File: config.mk
export PLATFORM = sky130hd
export DESIGN_NAME = adc_scan_seq
export DESIGN_NICKNAME = d
export VERILOG_FILES = /design/src/rtl/adc_seq_pkg.sv /design/src/rtl/adc_seq_ctrl.sv /design/src/rtl/adc_seq_datapath.sv /design/src/rtl/adc_scan_seq.sv
export SDC_FILE = /design/constraint.sdc
export NUM_CORES = 1
export LEC_CHECK = 0
export ABC_AREA = 1
export BUFFER_PORTS_ARGS = -buffer_cell sky130_fd_sc_hd__buf_2
export CORE_AREA = 2 2 89 91
export CTS_CLUSTER_DIAMETER = 200
export DETAILED_ROUTE_END_ITERATION = 16
export DIE_AREA = 0 0 91 93
export PLACE_DENSITY = 0.47
export SLEW_MARGIN = 20
export SYNTH_ARGS = -nofsm -noshare
export SYNTH_HDL_FRONTEND = slang
export SYNTH_SLANG_ARGS = --single-unit
File: constraint.sdc
create_clock -name clk -period 2.3 [get_ports clk]
set_clock_uncertainty 0.05 [all_clocks]
set_input_delay 0.345 -clock clk [delete_from_list [all_inputs] [get_ports clk]]
set_output_delay 0.345 -clock clk [all_outputs]
set_load 0.05 [all_outputs]
File: src/rtl/adc_seq_pkg.sv
package adc_seq_pkg;
  localparam int CH_W = 4;
  localparam int WORD_W = 16;

  typedef enum logic [1:0] {
    ST_IDLE,
    ST_ARMED,
    ST_LAUNCH,
    ST_CONV
  } seqState_t;

  typedef struct packed {
    logic loadFirst;
    logic stepChan;
    logic clrSettle;
    logic runSettle;
  } seqStrobes_t;
endpackage

File: src/rtl/adc_seq_ctrl.sv
module adc_seq_ctrl
  import adc_seq_pkg::*;
(
  input  logic        clk,
  input  logic        rstN,
  input  logic        enBit,
  input  logic        modeSel,
  input  logic [3:0]  trigCode,
  input  logic        atLast,
  input  logic        writeEvt,
  input  logic        trigIn,
  input  logic        convDone,
  output seqStrobes_t strb,
  output logic        convStart
);
  seqState_t stateQ, stateNext;
  logic trigOk, swTrig, active;

  always_comb begin
    trigOk = 1'b0;
    swTrig = 1'b0;
    case (trigCode)
      4'b0000, 4'b1000: begin trigOk = 1'b1; swTrig = 1'b1; end
      4'b0001, 4'b0111: trigOk = 1'b1;
      default:          trigOk = 1'b0;
    endcase
  end

  assign active = enBit && trigOk;

  always_comb begin
    strb = '0;
    stateNext = stateQ;
    strb.runSettle = (stateQ == ST_CONV);
    if (writeEvt || !active) begin
      stateNext = ST_IDLE;
    end else begin
      case (stateQ)
        ST_IDLE: begin
          strb.loadFirst = 1'b1;
          stateNext = swTrig ? ST_LAUNCH : ST_ARMED;
        end
        ST_ARMED: if (trigIn) stateNext = ST_LAUNCH;
        ST_LAUNCH: begin
          strb.clrSettle = 1'b1;
          stateNext = ST_CONV;
        end
        ST_CONV: if (convDone) begin
          if (!modeSel && !atLast) begin
            strb.stepChan = 1'b1;
            stateNext = ST_LAUNCH;
          end else begin
            strb.loadFirst = 1'b1;
            stateNext = swTrig ? ST_LAUNCH : ST_ARMED;
          end
        end
        default: stateNext = ST_IDLE;
      endcase
    end
  end

  always_ff @(posedge clk or negedge rstN) begin
    if (!rstN) stateQ <= ST_IDLE;
    else       stateQ <= stateNext;
  end

  assign convStart = (stateQ == ST_LAUNCH);
endmodule

File: src/rtl/adc_seq_datapath.sv
module adc_seq_datapath
  import adc_seq_pkg::*;
#(
  parameter int SETTLE_TICKS = 6
) (
  input  logic              clk,
  input  logic              rstN,
  input  logic [1:0]        wrByteEn,
  input  logic [WORD_W-1:0] wrData,
  input  logic              bitWr,
  input  logic [3:0]        bitIdx,
  input  logic              bitVal,
  input  seqStrobes_t       strb,
  output logic [WORD_W-1:0] rdData,
  output logic              enBit,
  output logic              modeSel,
  output logic [3:0]        trigCode,
  output logic [CH_W-1:0]   chanSel,
  output logic              atLast,
  output logic              writeEvt
);
  localparam int CNT_W = $clog2(SETTLE_TICKS + 1);
  localparam logic [CNT_W-1:0] CNT_FULL = CNT_W'(SETTLE_TICKS);

  logic              enQ, modeQ;
  logic [3:0]        trigQ;
  logic [CH_W-1:0]   firstQ, lastQ, chanQ, firstChan;
  logic [WORD_W-1:0] img;
  logic              phaseQ, statBit;
  logic [CNT_W-1:0]  settleQ;
  logic              unusedImg;

  assign writeEvt = (|wrByteEn) || bitWr;

  always_comb begin
    img = {enQ, 1'b0, 1'b0, modeQ, trigQ, firstQ, lastQ};
    if (wrByteEn[0]) img[7:0]  = wrData[7:0];
    if (wrByteEn[1]) img[15:8] = wrData[15:8];
    if (bitWr)       img[bitIdx] = bitVal;
  end
  assign unusedImg = &{1'b0, img[14:13]};

  always_ff @(posedge clk or negedge rstN) begin
    if (!rstN) begin
      enQ <= 1'b0; modeQ <= 1'b0; trigQ <= '0; firstQ <= '0; lastQ <= '0;
    end else if (writeEvt) begin
      enQ    <= img[15];
      modeQ  <= img[12];
      if (!enQ) trigQ <= img[11:8];
      firstQ <= img[7:4];
      lastQ  <= img[3:0];
    end
  end

  assign firstChan = (modeQ || (firstQ > lastQ)) ? lastQ : firstQ;
  assign atLast    = (chanQ >= lastQ);

  always_ff @(posedge clk or negedge rstN) begin
    if (!rstN)              chanQ <= '0;
    else if (strb.loadFirst) chanQ <= firstChan;
    else if (strb.stepChan)  chanQ <= chanQ + 1'b1;
  end

  always_ff @(posedge clk or negedge rstN) begin
    if (!rstN) begin
      phaseQ <= 1'b0; settleQ <= '0;
    end else if (strb.clrSettle) begin
      phaseQ <= 1'b0; settleQ <= '0;
    end else if (strb.runSettle) begin
      phaseQ <= ~phaseQ;
      if (phaseQ && (settleQ < CNT_FULL)) settleQ <= settleQ + 1'b1;
    end
  end

  assign statBit  = strb.runSettle && (settleQ == CNT_FULL);
  assign rdData   = {enQ, statBit, 1'b0, modeQ, trigQ, firstQ, lastQ};
  assign enBit    = enQ;
  assign modeSel  = modeQ;
  assign trigCode = trigQ;
  assign chanSel  = chanQ;
endmodule

File: src/rtl/adc_scan_seq.sv
module adc_scan_seq
  import adc_seq_pkg::*;
#(
  parameter int SETTLE_TICKS = 6
) (
  input  logic        clk,
  input  logic        rstN,
  input  logic [1:0]  wrByteEn,
  input  logic [15:0] wrData,
  input  logic        bitWr,
  input  logic [3:0]  bitIdx,
  input  logic        bitVal,
  input  logic        trigIn,
  input  logic        convDone,
  output logic [15:0] rdData,
  output logic [3:0]  chanSel,
  output logic        convStart
);
  seqStrobes_t strb;
  logic enBit, modeSel, atLast, writeEvt;
  logic [3:0] trigCode;

  adc_seq_datapath #(.SETTLE_TICKS(SETTLE_TICKS)) u_dp (
    .clk(clk), .rstN(rstN), .wrByteEn(wrByteEn), .wrData(wrData),
    .bitWr(bitWr), .bitIdx(bitIdx), .bitVal(bitVal), .strb(strb),
    .rdData(rdData), .enBit(enBit), .modeSel(modeSel), .trigCode(trigCode),
    .chanSel(chanSel), .atLast(atLast), .writeEvt(writeEvt)
  );

  adc_seq_ctrl u_ctrl (
    .clk(clk), .rstN(rstN), .enBit(enBit), .modeSel(modeSel),
    .trigCode(trigCode), .atLast(atLast), .writeEvt(writeEvt),
    .trigIn(trigIn), .convDone(convDone), .strb(strb), .convStart(convStart)
  );
endmodule

==> results.md <==
- Share of layout cells above drive strength 1: 0.195
- # diodes: 0
- Number of global-route vias before repair: 1,716
- Sw frac: 0.484
- Min Clock Period, post-route: 1780 ps
- Dpl ws: 515 ps
- Setup Crit Path Kind: register to register
- Register-to-register setup slack: 520 ps
- # Max-Cap Violations: 0
- VDD IR max: 0.224 mV
- Post-Synthesis Cells: 272
- RSZ-0062 raised after global routing: no
- Placed wire-length estimate: 3890 um
- Row count: 32
- Max-slew violations: 0
- Skew-Pair Late Insertion Delay: 270 ps
- Drt wl/cell: 11.7 um
- Antenna violations before repair: 0
- Capture point of the worst reg-to-reg path: u_dp.chanSel[3]
- Leakage: 1.15 nW
- H-tree Lvls: 1
- Tcrit/Tclk final: 0.774
- Layout area overhead: 18.5%
- Logic pwr share: 0.492
- 1st-iter DRT viols: 45
- Setup slack after layout: 519 ps
- Die area: 0.00846 sq mm
- CP endpoint kind: register
- R2R cell count: 13
- Switching pwr: 0.000813 W
- CTS tree: done
- Routability Congestion: 0.784
- Final nets: 358
- Via-to-Cell Ratio: 4.34
- Met3 Usage GRT: 0.0210
- # resized after CTS: 0
- Fillers: 877
- Post CTS Setup Buffer Count: 0
- Syn Nets: 315
- I/O pins: 49
- Worst R2R Start: u_dp.chanSel[0]
- Hold Buf Count CTS: 0
- Chip Height: 93 um
- Vias: 1,800
- WP data required: 2420 ps
- Worst Setup SP: u_dp.chanSel[0]
- Startpoint types: register
- Post-synthesis cell area: 0.00191 sq mm
- Met1 GRT Util: 0.180
- # setup viols final: 0
- Hold/Removal Path Class: primary input to async pin
- Pint: 0.000868 W
- 1st-pass router iterations: 4
- Crit path to: u_dp.chanSel[3]
- Fin util: 0.300
- Fin. Hold Viols: 0
- Largest net degree at the start of global routing: 25
- Synth Register Bits: 24
- Worst-path clk slew: 100 ps
- Starting Density: 0.253
- Sinks on Clock Net: 24
- GRT Overall Usage: 0.123
- Max Fclk: 0.561 GHz
- Worst-margin pin slew: 577 ps
- Sequential element share of the synthesized area: 0.315
- Fin Setup TNS: 0 ps
- CTS buffer count: 3
- Buffers added on ports: 45
- Max_slew headroom: 0.615
- Clock Power Share: 0.159
- Clk buf depth: 2
- Area of the core: 0.00753 sq mm
- Grt met2 use: 0.188
- Crit Path Max Fanout: 5
- # DRC: 0
- GR peak layer: met2
- Grt total ovfl: 0
- Avg Cell Area, Syn: 7.02 sq um
- Ys Warns: 0
- Clk root buf: clkbuf_8
- Final wirelength: 4860 um
- Outcome: finished clean
- Power per cell area: 743 mW/mm^2
- Synth unique cells: 32
- Antenna Nets Post-Route: 0
- Sequential group share of total power: 0.349
- First-pass GRT wire length: 8440 um
- DIE WIDTH: 91 um
- Critical Path AT: 1900 ps
sequential cells by signal (all words and copies together), names as in the netlist:
register	cells
u_dp.lastQ	4
u_dp.trigCode	4
u_dp.settleQ	3
u_dp.enBit	1
u_dp.modeSel	1
u_dp.firstQ	4
u_dp.phaseQ	1
u_ctrl.stateQ	2
u_dp.chanSel	4
area by class of cell:
cell class,instances,area (sq um),share of cell area
Timing Repair Buffer,45,225,0.0996
Tap cell,102,128,0.0564
Sequential cell,24,601,0.266
Multi-Input combinational cell,190,1070,0.475
Clock buffer,3,41.3,0.0183
Inverter,51,191,0.0847
worst min path at each step:
stage               startpoint               end  slack, ps
floorplan                 rstN  u_ctrl.stateQ[0]       -0.6
global placement          rstN   u_dp.chanSel[1]        330
detailed placement        rstN   u_dp.chanSel[0]        330
CTS                       rstN   u_dp.chanSel[0]         30
global route              rstN   u_dp.chanSel[0]         50
finish                    rstN   u_dp.chanSel[0]          2
per-layer routing:
layer | wire length (um) | up-vias
met3 | 204 | 2
met5 | 0 | -
met1 | 2550 | 804
li1 | - | 955
met4 | 30 | 0
met2 | 2070 | 39
layout by cell type, fill, tap and decap left out, drive strengths merged, types with 4 or more instances in the layout:
master and count:
nand2 69, a21oi 6, o221ai 4, o22ai 4, nand3 14, o21ai 17
buf 45, o211ai 6, dfrtp 24, nor3 4, o31ai 4, ha 15
inv 51, nor2 30
power by group through the flow:
| stage | combinational (W) | clock, W | sequential, W |
|---|---|---|---|
| 3_5_place_dp | 0.000833 | 0 | 0.000598 |
| 3_3_place_gp | 0.000821 | 0 | 0.000597 |
| 4_1_cts | 0.000837 | 0.000277 | 0.000589 |
| 6_report | 0.000827 | 0.000267 | 0.000587 |
| 5_1_grt | 0.000922 | 0.000298 | 0.000605 |
| 2_1_floorplan | 0.000406 | 0 | 0.000813 |
Yosys cell counts, drive strengths merged:
| library cell | instances | area (sq um) |
|---|---|---|
| clkbuf | 3 | 11.3 |
| nor2b | 1 | 13.8 |
| inv | 51 | 191 |
| o22ai | 4 | 25.0 |
| o31ai | 4 | 30.0 |
| dfrtp | 24 | 601 |
| a21oi | 6 | 30.0 |
| nor3b | 1 | 7.51 |
| nor3 | 4 | 20.0 |
| o311ai | 1 | 8.76 |
| buf | 4 | 30.0 |
| or2 | 2 | 12.5 |
| ha | 15 | 188 |
| xnor2 | 2 | 17.5 |
| nand4 | 3 | 18.8 |
| xor2 | 1 | 8.76 |
| o221ai | 4 | 35.0 |
| nand3b | 3 | 22.5 |
| conb | 1 | 3.75 |
| o211ai | 6 | 45.0 |
| nor2 | 30 | 133 |
| o21ai | 17 | 88.8 |
| nand3 | 14 | 82.6 |
| a31oi | 2 | 12.5 |
| nand2 | 69 | 272 |
critical path: stages (launching register included):
cell and delay (ps):
dfrtp_1 430, inv_1 90, ha_1 280, inv_1 30
nand2_1 50, nand2_1 40, nand2_1 50, nand2_1 40
nand2_1 90, nand2_1 80, a21oi_1 220, nand2_1 100
nand2_1 70, nor2_1 40
kinds of logic after synthesis:
| kind of cell | after synthesis | synth area share |
|---|---|---|
| AND/OR/NAND/NOR | 127 | 0.305 |
| buffers and inverters | 58 | 0.122 |
| AO/OA/AOI/OAI | 44 | 0.144 |
| flip-flops | 24 | 0.315 |
| adder cells (fa/ha/maj) | 15 | 0.0984 |
| XOR/XNOR | 3 | 0.0138 |
| other | 1 | 0.00197 |
per-stage QoR:
step	cells	cell area, sq um	hold slack, ps	total power, W
2_1_floorplan	272	1910	-0.591	0.00122
5_1_grt	415	2260	50.4	0.00182
6_report	415	2260	2.07	0.00168
3_5_place_dp	412	2220	334	0.00143
3_3_place_gp	412	2220	334	0.00142
4_1_cts	415	2260	29.7	0.00170
Power figures use the tool's default switching activity.
